[config.mk]
export PLATFORM = sky130hd
export DESIGN_NAME = i2c_port_target
export DESIGN_NICKNAME = d
export VERILOG_FILES = /design/src/rtl/i2c_port_pkg.sv /design/src/rtl/i2c_line_events.sv /design/src/rtl/i2c_addr_match.sv /design/src/rtl/i2c_reg_decode.sv /design/src/rtl/i2c_port_ctrl.sv /design/src/rtl/i2c_port_target.sv
export SDC_FILE = /design/constraint.sdc
export NUM_CORES = 1
export LEC_CHECK = 0
export BUFFER_PORTS_ARGS = -buffer_cell sky130_fd_sc_hd__buf_2
export CAP_MARGIN = 20
export CORE_MARGIN = 2
export CORE_UTILIZATION = 35
export DETAILED_ROUTE_END_ITERATION = 8
export GPL_TIMING_DRIVEN = 0
export HOLD_SLACK_MARGIN = 0.06
export PLACE_DENSITY_LB_ADDON = 0.15
export SLEW_MARGIN = 20
export SYNTH_ARGS = -nofsm -noshare
export SYNTH_HDL_FRONTEND = slang
export SYNTH_SLANG_ARGS = --single-unit
[constraint.sdc]
create_clock -name clk -period 2 [get_ports clk]
set_clock_uncertainty 0.05 [all_clocks]
set_input_delay 0 -clock clk [delete_from_list [all_inputs] [get_ports clk]]
set_output_delay 0 -clock clk [all_outputs]
set_load 0.01 [all_outputs]
[src/rtl/i2c_port_pkg.sv]
package i2c_port_pkg;

   typedef enum logic [3:0] {
      ST_IDLE,
      ST_ADDR,
      ST_ACK_ADDR,
      ST_CMD,
      ST_ACK_CMD,
      ST_WDATA,
      ST_ACK_WR,
      ST_TX,
      ST_MACK,
      ST_WAIT
   } tgt_state_e;

   typedef struct packed {
      logic start;
      logic stop;
      logic scl_rise;
      logic scl_fall;
      logic sda_lvl;
   } line_ev_t;

endpackage

[src/rtl/i2c_line_events.sv]
module i2c_line_events
   import i2c_port_pkg::*;
#(
   parameter bit EXTRA_SYNC = 1'b0
) (
   input  logic     clk,
   input  logic     rst_n,
   input  logic     scl_i,
   input  logic     sda_i,
   output line_ev_t ev,
   output logic     scl_lvl
);

   logic scl_s, sda_s;
   logic scl_q, sda_q, scl_p, sda_p;

   generate
      if (EXTRA_SYNC) begin : g_pre
         logic scl_r, sda_r;
         always_ff @(posedge clk or negedge rst_n) begin
            if (!rst_n) begin
               scl_r <= 1'b1;
               sda_r <= 1'b1;
            end else begin
               scl_r <= scl_i;
               sda_r <= sda_i;
            end
         end
         assign scl_s = scl_r;
         assign sda_s = sda_r;
      end else begin : g_direct
         assign scl_s = scl_i;
         assign sda_s = sda_i;
      end
   endgenerate

   always_ff @(posedge clk or negedge rst_n) begin
      if (!rst_n) begin
         scl_q <= 1'b1;
         sda_q <= 1'b1;
         scl_p <= 1'b1;
         sda_p <= 1'b1;
      end else begin
         scl_q <= scl_s;
         sda_q <= sda_s;
         scl_p <= scl_q;
         sda_p <= sda_q;
      end
   end

   always_comb begin
      ev.start    = scl_q & scl_p & sda_p & ~sda_q;
      ev.stop     = scl_q & scl_p & ~sda_p & sda_q;
      ev.scl_rise = scl_q & ~scl_p;
      ev.scl_fall = ~scl_q & scl_p;
      ev.sda_lvl  = sda_q;
   end

   assign scl_lvl = scl_q;

endmodule

[src/rtl/i2c_addr_match.sv]
module i2c_addr_match #(
   parameter int ADDR_W  = 7,
   parameter int STRAP_W = 3,
   parameter logic [ADDR_W-STRAP_W-1:0] ADDR_PREFIX = 4'b0100
) (
   input  logic [ADDR_W-1:0]  rx_addr,
   input  logic [STRAP_W-1:0] strap,
   output logic               hit
);

   localparam int FIX_W = ADDR_W - STRAP_W;

   logic [ADDR_W-1:0] expect_addr;
   logic [ADDR_W-1:0] bit_eq;

   assign expect_addr = {ADDR_PREFIX, strap};

   generate
      for (genvar b = 0; b < ADDR_W; b++) begin : g_bit
         assign bit_eq[b] = (rx_addr[b] == expect_addr[b]);
      end
   endgenerate

   assign hit = &bit_eq;

   initial begin
      if (FIX_W < 1) $fatal(1, "address prefix must be at least one bit");
   end

endmodule

[src/rtl/i2c_reg_decode.sv]
module i2c_reg_decode #(
   parameter int DATA_W    = 8,
   parameter int REG_COUNT = 4,
   parameter int RO_IDX    = 0,
   localparam int SEL_W    = $clog2(REG_COUNT)
) (
   input  logic [DATA_W-1:0] ptr,
   output logic [SEL_W-1:0]  sel,
   output logic              rd_ok,
   output logic              wr_ok
);

   logic upper_zero;

   assign sel        = ptr[SEL_W-1:0];
   assign upper_zero = (ptr[DATA_W-1:SEL_W] == '0);

   generate
      if (REG_COUNT == (1 << SEL_W)) begin : g_pow2
         assign rd_ok = upper_zero;
      end else begin : g_partial
         assign rd_ok = upper_zero && (int'(sel) < REG_COUNT);
      end
   endgenerate

   assign wr_ok = rd_ok && (int'(sel) != RO_IDX);

   initial begin
      if (REG_COUNT < 2) $fatal(1, "need at least two registers");
      if (SEL_W >= DATA_W) $fatal(1, "select field must fit in the command byte");
      if (RO_IDX >= REG_COUNT) $fatal(1, "read-only index out of range");
   end

endmodule

[src/rtl/i2c_port_ctrl.sv]
module i2c_port_ctrl
   import i2c_port_pkg::*;
#(
   parameter int DATA_W = 8
) (
   input  logic              clk,
   input  logic              rst_n,
   input  line_ev_t          ev,
   input  logic              addr_hit,
   input  logic              ptr_rd_ok,
   input  logic              ptr_wr_ok,
   input  logic [DATA_W-1:0] rd_data,
   output logic [DATA_W-1:0] rx_byte,
   output logic [DATA_W-1:0] ptr_q,
   output logic              rd_stb,
   output logic              wr_stb,
   output logic              sda_low
);

   localparam int CNT_W = $clog2(DATA_W + 1);
   localparam logic [CNT_W-1:0] LAST_BIT = CNT_W'(DATA_W);

   tgt_state_e        state;
   logic [CNT_W-1:0]  cnt;
   logic [DATA_W-1:0] sh, tx;
   logic              rw, more;
   logic              byte_done, load_tx;
   logic [DATA_W-1:0] tx_next;

   assign byte_done = ev.scl_fall && (cnt == LAST_BIT);
   assign load_tx   = ev.scl_fall &&
                      (((state == ST_ACK_ADDR) && rw) || ((state == ST_MACK) && more));
   assign tx_next   = ptr_rd_ok ? rd_data : '0;

   assign rd_stb = load_tx && ptr_rd_ok;
   assign wr_stb = (state == ST_WDATA) && byte_done && ptr_wr_ok;

   always_comb begin
      case (state)
         ST_ACK_ADDR, ST_ACK_CMD, ST_ACK_WR: sda_low = 1'b1;
         ST_TX:                             sda_low = ~tx[DATA_W-1];
         default:                           sda_low = 1'b0;
      endcase
   end

   always_ff @(posedge clk or negedge rst_n) begin
      if (!rst_n) begin
         state <= ST_IDLE;
         cnt   <= '0;
         sh    <= '0;
         tx    <= '0;
         ptr_q <= '0;
         rw    <= 1'b0;
         more  <= 1'b0;
      end else if (ev.stop) begin
         state <= ST_IDLE;
      end else if (ev.start) begin
         state <= ST_ADDR;
         cnt   <= '0;
      end else begin
         case (state)
            ST_ADDR, ST_CMD, ST_WDATA: begin
               if (ev.scl_rise) begin
                  sh  <= {sh[DATA_W-2:0], ev.sda_lvl};
                  cnt <= cnt + 1'b1;
               end else if (byte_done) begin
                  cnt <= '0;
                  if (state == ST_ADDR) begin
                     if (addr_hit) begin
                        rw    <= sh[0];
                        state <= ST_ACK_ADDR;
                     end else begin
                        state <= ST_WAIT;
                     end
                  end else if (state == ST_CMD) begin
                     ptr_q <= sh;
                     state <= ST_ACK_CMD;
                  end else begin
                     state <= ST_ACK_WR;
                  end
               end
            end
            ST_ACK_ADDR: begin
               if (ev.scl_fall) begin
                  cnt <= '0;
                  if (rw) begin
                     tx    <= tx_next;
                     state <= ST_TX;
                  end else begin
                     state <= ST_CMD;
                  end
               end
            end
            ST_ACK_CMD, ST_ACK_WR: begin
               if (ev.scl_fall) begin
                  cnt   <= '0;
                  state <= ST_WDATA;
               end
            end
            ST_TX: begin
               if (ev.scl_rise) begin
                  cnt <= cnt + 1'b1;
               end else if (ev.scl_fall) begin
                  if (cnt == LAST_BIT) state <= ST_MACK;
                  else                 tx    <= {tx[DATA_W-2:0], 1'b0};
               end
            end
            ST_MACK: begin
               if (ev.scl_rise) begin
                  more <= ~ev.sda_lvl;
               end else if (ev.scl_fall) begin
                  if (more) begin
                     tx    <= tx_next;
                     cnt   <= '0;
                     state <= ST_TX;
                  end else begin
                     state <= ST_WAIT;
                  end
               end
            end
            default: ;
         endcase
      end
   end

   assign rx_byte = sh;

endmodule

[src/rtl/i2c_port_target.sv]
module i2c_port_target
   import i2c_port_pkg::*;
#(
   parameter int DATA_W    = 8,
   parameter int ADDR_W    = 7,
   parameter int STRAP_W   = 3,
   parameter logic [ADDR_W-STRAP_W-1:0] ADDR_PREFIX = 4'b0100,
   parameter int REG_COUNT = 4,
   parameter int RO_IDX    = 0,
   parameter bit EXTRA_SYNC = 1'b0,
   localparam int SEL_W    = $clog2(REG_COUNT)
) (
   input  logic               clk,
   input  logic               rst_n,
   input  logic               scl_i,
   input  logic               sda_i,
   input  logic [STRAP_W-1:0] strap_i,
   output logic               sda_drive_low_o,
   output logic [SEL_W-1:0]   reg_sel_o,
   output logic               reg_wr_o,
   output logic [DATA_W-1:0]  reg_wdata_o,
   output logic               reg_rd_o,
   input  logic [DATA_W-1:0]  reg_rdata_i
);

   line_ev_t          line_ev;
   logic              scl_lvl;
   logic              addr_hit, ptr_rd_ok, ptr_wr_ok;
   logic [DATA_W-1:0] rx_byte, cmd_ptr;

   initial begin
      if (ADDR_W + 1 != DATA_W) $fatal(1, "address plus direction bit must fill one byte");
   end

   i2c_line_events #(.EXTRA_SYNC(EXTRA_SYNC)) u_events (
      .clk     (clk),
      .rst_n   (rst_n),
      .scl_i   (scl_i),
      .sda_i   (sda_i),
      .ev      (line_ev),
      .scl_lvl (scl_lvl)
   );

   i2c_addr_match #(
      .ADDR_W      (ADDR_W),
      .STRAP_W     (STRAP_W),
      .ADDR_PREFIX (ADDR_PREFIX)
   ) u_match (
      .rx_addr (rx_byte[DATA_W-1:1]),
      .strap   (strap_i),
      .hit     (addr_hit)
   );

   i2c_reg_decode #(
      .DATA_W    (DATA_W),
      .REG_COUNT (REG_COUNT),
      .RO_IDX    (RO_IDX)
   ) u_decode (
      .ptr   (cmd_ptr),
      .sel   (reg_sel_o),
      .rd_ok (ptr_rd_ok),
      .wr_ok (ptr_wr_ok)
   );

   i2c_port_ctrl #(.DATA_W(DATA_W)) u_ctrl (
      .clk       (clk),
      .rst_n     (rst_n),
      .ev        (line_ev),
      .addr_hit  (addr_hit),
      .ptr_rd_ok (ptr_rd_ok),
      .ptr_wr_ok (ptr_wr_ok),
      .rd_data   (reg_rdata_i),
      .rx_byte   (rx_byte),
      .ptr_q     (cmd_ptr),
      .rd_stb    (reg_rd_o),
      .wr_stb    (reg_wr_o),
      .sda_low   (sda_drive_low_o)
   );

   assign reg_wdata_o = rx_byte;

endmodule

Yosys cells after proc, flatten, opt, wreduce, memory -nomap -nowiden

Cells that the tools add are included.

Flip-flop bits (word level): 38
Logic and storage cells: 128
Output and inout bits: 13

Bitwise logic cells: 19
Reductions and logical operators: 25
Add/sub/neg operators: 1
Equal/unequal tests: 35
Mux-type cells: 37

Operators with widths:

| kind                                                | number |
|---|---|
| 2-to-1 mux 4 bit                                    | 22 |
| 2-to-1 mux 8 bit                                    | 9 |
| != test 4 x 3 -> 1 bit, second input constant       | 7 |
| case mux 8 bit (3 select lines)                     | 1 |
| case mux 4 bit (5 select lines)                     | 1 |
| equality test 4 x 3 -> 1 bit, second input constant | 4 |
| case mux 4 bit (4 select lines)                     | 1 |
| AND reduction 7 bit                                 | 2 |
| AND reduction 13 bit                                | 1 |
| != test 4 bit, second input constant                | 3 |
| NOT 1 bit                                           | 12 |
| AND reduction 11 bit                                | 1 |
| != test 2 x 1 -> 1 bit, second input constant       | 5 |
| AND reduction 10 bit                                | 1 |
| equality test 4 x 2 -> 1 bit, second input constant | 2 |
| equality test 4 bit, second input constant          | 2 |
| logical AND 1 bit                                   | 8 |
| AND reduction 4 bit                                 | 2 |
| AND reduction 8 bit                                 | 1 |
| bitwise AND 1 bit                                   | 7 |
| nonzero test 7 bit                                  | 1 |
| zero test 6 bit                                     | 1 |
| != test 2 bit, second input constant                | 3 |
| != test 3 x 2 -> 1 bit, second input constant       | 2 |
| 14 further kinds                                    | 18 |

Depth between registers and ports, before layout

Depth in word-level cells: 9
Mapped depth: 7

Modules after synthesis

A second synthesis with hierarchy kept.

Cell total of the unflattened synthesis: 215
Area, all modules: 2184.6 um^2

By module, submodules not included:

| module          | area an instance (um^2) | instances | cells each |
|---|---|---|---|
| i2c_port_ctrl   | 1946.9                  | 1         | 195 |
| i2c_line_events | 147.6                   | 1         | 9 |
| i2c_reg_decode  | 47.5                    | 1         | 6 |
| i2c_addr_match  | 42.5                    | 1         | 5 |

Least setup slack after synthesis

No wires, ideal clock.

Path type: register -> register
Start point: reg u_events.scl_p
End point: reg u_ctrl.cnt[1]
Stages on the path, launching flop included: 7
Clock period less this slack: 1.877 ns
Arrival time: 1.750 ns
Required time: 1.873 ns
Buffers on the path: 1
Path slack: 0.123 ns
Cells stage by stage: dfstp_2 nand2b_1 buf_6 o21ba_1 o32a_4 or4b_1 a21oi_1

Cells in the longest elaborated chain, start to end: 5
Elaborated cells on any way between the ends: 21

Ends and longest elaborated chain:

| element                                                                         | RTL line                                                            | source |
|---|---|---|
| from (decl)                                                                     | i2c_line_events.sv:15                                               | `logic scl_q, sda_q, scl_p, sda_p;` |
| from (signal assigned)                                                          | i2c_line_events.sv:46                                               | `scl_p <= scl_q;` |
| bitwise AND 1 bit / NOT 1 bit (equally long branches)                           | i2c_line_events.sv:52, i2c_line_events.sv:53, i2c_line_events.sv:54 |  |
| bitwise AND 1 bit, on equally long branches                                     | i2c_line_events.sv:52, i2c_line_events.sv:53, i2c_line_events.sv:54 |  |
| bitwise AND 1 bit (tied with other cells)                                       | i2c_line_events.sv:52                                               | `ev.start = scl_q & scl_p & sda_p & ~sda_q;` |
| != test 4 x 3 -> 1 bit (no source line) (tied with other cells)                 | n/a                                                                 |  |
| AND reduction 8 bit (no source line) / 2-to-1 mux 4 bit (equally long branches) | n/a                                                                 |  |
| to (signal assigned)                                                            | i2c_port_ctrl.sv:65                                                 | `cnt <= cnt + 1'b1;` |
| to (signal assigned)                                                            | i2c_port_ctrl.sv:102                                                | `cnt <= cnt + 1'b1;` |
| to (decl)                                                                       | i2c_port_ctrl.sv:24                                                 | `logic [CNT_W-1:0] cnt;` |

Parallel ways exist; a longest one is shown, timed or not.
A chain may end at the register's enable or synchronous reset.

Worst setup path in the final report

Start point: reg u_ctrl.state[2]
End point: reg u_ctrl.cnt[3]

Cells in the longest elaborated chain, start to end: 4
Elaborated cells on any way between the ends: 20

Ends and longest elaborated chain:

| element                                                                         | RTL line            | source |
|---|---|---|
| from (decl)                                                                     | i2c_port_ctrl.sv:23 | `tgt_state_e state;` |
| from (signal assigned)                                                          | i2c_port_ctrl.sv:48 | `state <= ST_IDLE;` |
| from (signal assigned)                                                          | i2c_port_ctrl.sv:56 | `state <= ST_IDLE;` |
| from (signal assigned)                                                          | i2c_port_ctrl.sv:58 | `state <= ST_ADDR;` |
| equality test 4 x 2 -> 1 bit (tied with other cells)                            | i2c_port_ctrl.sv:61 | `case (state)` |
| OR reduction 3 bit, on equally long branches                                    | n/a                 |  |
| != test 4 x 3 -> 1 bit (no source line) (tied with other cells)                 | n/a                 |  |
| AND reduction 8 bit (no source line) / 2-to-1 mux 4 bit (equally long branches) | n/a                 |  |

Parallel ways exist; a longest one is shown, timed or not.

==> flow_summary.toml <==
[detailed_routing]
vias = 1667
wl_per_cell_um = 14.6
drt-initial-drc-count = 100
drt_first_pass_iters = 4
viasPerCell = 5.13
drc = 0
routed_wl_mm = 4.75
ant_nets = 0

[clock_network]
clock_latency_ns = 0.29
numCtsBuffers = 5
clock_path_buffers = 2
htree_levels = 2
cts.sinks = 38
cts_tree = "yes"
clockRootBuffer = "clkbuf_8"
path_clk_slew_ns = 0.08

[timing]
fin_crit_sh_pct = 98.9
rsz0062_at_grt = "yes"
tightest_slew_ns = 0.867
setup_viol = 0
clock.fmax_mhz = 505
setup_ws_ns = 0.0211
final-hold-violation-count = 0
setup_tns_ns = 0
slew_headroom_pct = 42.2
min_period_ns = 1.98
slew_violations = 0

[power_and_ir_drop]
leakagePower_nw = 1.21
p_per_area_nw_per_um2 = 1160
finalPower_mw = 3.10
vdd_drop_max_mv = 0.563

[global_routing]
track_usage_pct = 15.6
grt_pass1_vias = 1529
grt_max_degree = 39
grt_pass1_wl_mm = 7.74
antenna_found_initial = 0
gr-total-overflow = 0

[yosys]
netlist.area_leader.share_pct = 41.3
synthFlopType = "dfrtp_1"
synthCells = 198
syn_avg_cell_area_sq_um = 10.4
synth_seq_cells = 38
synth.distinct_cells = 50
synthArstFlopShare_pct = 100
yosys_warnings = 0
synthTopCellsByArea = "dfrtp_1 (41%), mux2_2 (9.3%), dfstp_2 (5.1%)"
syn_area_sq_um = 2060
synth_seq_area_share_pct = 46.4
yosysTopAreaCell = "dfrtp_1"
synth_edf_count = 0
synth.net_count = 215

[hold_path]
hold_depth = 4
min_path_type = "input pin to flop"

[place]
pre_cts_ws_ns = -0.0862
dp_hpwl_mm = 3.11
place.gp.congestion = 0.798
numPortBuffers = 27

[die]
start_util_pct = 36.8
core_area_sq_um = 5610
die_w_um = 80.8
rows = 27
die-area_sq_um = 6520
ios = 28
die_h_um = 80.8

[outcome]
outcome = "finished, final reports clean"

[worst_setup_path]
worstSetupPathType = "flop to flop"
endpoint_kind = "flop"
path_buf_inv = 1
cp.required_ns = 2.14
reg2reg_to = "u_ctrl.cnt[3]$_DFFE_PN0P_"
cpPeakStageDelay_ns = 0.43
critPathSlowestCell = "or3_1"
critical_path_arrival_ns = 2.12
rrSetupSlack_ns = 0.02
cp_cell_sequence = "or2_0, buf_4, o32a_4, or3_1, o41ai_2"
crit_cells = 5
r2r_start = "u_ctrl.state[2]$_DFFE_PN0P_"
crit_start = "u_ctrl.state[2]$_DFFE_PN0P_"
critPathMaxFanout = 6
critPathLaunchType = "flop"
crit_family = "simple AND/OR/NAND/NOR gates"
endpoint = "u_ctrl.cnt[3]$_DFFE_PN0P_"
r2r_cells = 5

[final_layout]
nNetsFinal = 269
drive_gt1_share_pct = 40.3
area_delta_synth_final_pct = 29.4
diodes = 0

[flow_run]
cap_violations = 0
-- logic make-up after synthesis --
kind of cell / Yosys count / synth area share [%]
and+or+nand+nor: 75 / 19.1
adders and majority gates: 2 / 1.21
xor gates and xnor gates: 4 / 1.70
AOI/OAI and AO/OA: 41 / 14.3
DFF: 38 / 46.4
muxes: 26 / 14.1
buffers and inverters: 12 / 3.22
-- how the worst min path moves through the flow --
stage	start	to	slack (ns)
after floorplan	rst_n	u_ctrl.cnt[0]$_DFFE_PN0P_	-0.35
after global placement	scl_i	u_events.scl_lvl$_DFF_PN1_	0.06
after detailed placement	scl_i	u_events.scl_lvl$_DFF_PN1_	0.06
after CTS	reg_rdata_i[6]	u_ctrl.tx[6]$_DFFE_PN0P_	0.06
after global routing	reg_rdata_i[6]	u_ctrl.tx[6]$_DFFE_PN0P_	0.17
final	reg_rdata_i[6]	u_ctrl.tx[6]$_DFFE_PN0P_	0.10
-- report_power, final --
part	switching [mW]	leakage (nW)	internal, mW
sequential	0.199	0.485	0.984
clock	0.284	0.0472	0.277
combinational	0.695	0.678	0.659
total	1.18	1.21	1.92
-- layout make-up --
type	count	area (sq um)
Buffer	9	60.1
Clock buffer	6	82.6
Clock inverter	2	12.5
Fill cell	555	2940
Inverter	3	11.3
Multi-Input combinational cell	148	1130
Sequential cell	38	957
Tap cell	72	90.1
Timing Repair Buffer	47	323
-- layer usage --
metal  share of wire (%)  global-route usage, %
met2                  44                   23.3
met4                 1.0                   4.58
met3                 5.0                   3.89
met5                   0                      0
met1                  50                   22.3
-- placed cells by master (no fill, tap or decap), drive strengths merged, types with 2 or more instances in the layout --
cell / count
buf: 44
dfrtp: 34
nand2: 25
mux2: 25
o21ai: 15
nor2: 12
dlygate4sd3: 10
clkbuf: 8
nor3: 7
nor2b: 6
a21oi: 6
nand2b: 5
xnor2: 4
dfstp: 4
nand3: 4
inv: 3
nand3b: 3
a211oi: 3
a21o: 3
or2: 3
nor4: 2
o211ai: 2
ha: 2
nor4b: 2
o311ai: 2
-- Yosys cell counts, drive strengths merged (2+ instances only) --
library cell / instances
nand3: 4
o211ai: 2
nand3b: 3
nand2: 25
nand2b: 5
buf: 8
nor4: 2
o21ai: 15
inv: 3
nor2b: 6
a211oi: 3
nor3: 7
ha: 2
a21oi: 6
dfstp: 4
xnor2: 4
o311ai: 2
dfrtp: 34
nor2: 12
nor4b: 2
a21o: 3
or2: 3
mux2: 25
-- per-stage QoR --
stage               area, sq um  util, %  hold WS [ns]  std cells
floorplan                  2060        -        -0.346        198
global placement           2290     40.8        0.0570        297
detailed placement         2290     40.8        0.0562        297
CTS                        2530     45.1        0.0630        317
global route               2670     47.6         0.169        325
finish                     2670     47.6         0.105        325
-- repair_timing --
item	CTS	global route
setup endpoints to repair	21	24
hold buffers	10	0
setup buffers	2	8
gates resized for setup	5	20
hold endpoints to repair	43	0
pin swaps	3	6
-- tightest hold or removal path, delay by kind of cell --
kind                   cells  cell delay [ns]
and+or+nand+nor            1             0.04
AOI/OAI and AO/OA          1             0.16
muxes                      1             0.14
buffers and inverters      1             0.07
-- flip-flops by register name (all words and copies together), names as in the netlist --
register,flops
u_events.sda_q,1
u_ctrl.more,1
u_events.scl_lvl,1
u_ctrl.ptr_q,8
u_ctrl.state,4
u_ctrl.tx,8
u_ctrl.rw,1
u_ctrl.cnt,4
u_ctrl.rx_byte,8
u_events.sda_p,1
u_events.scl_p,1
Note: power is estimated with default switching activity, not from simulation.
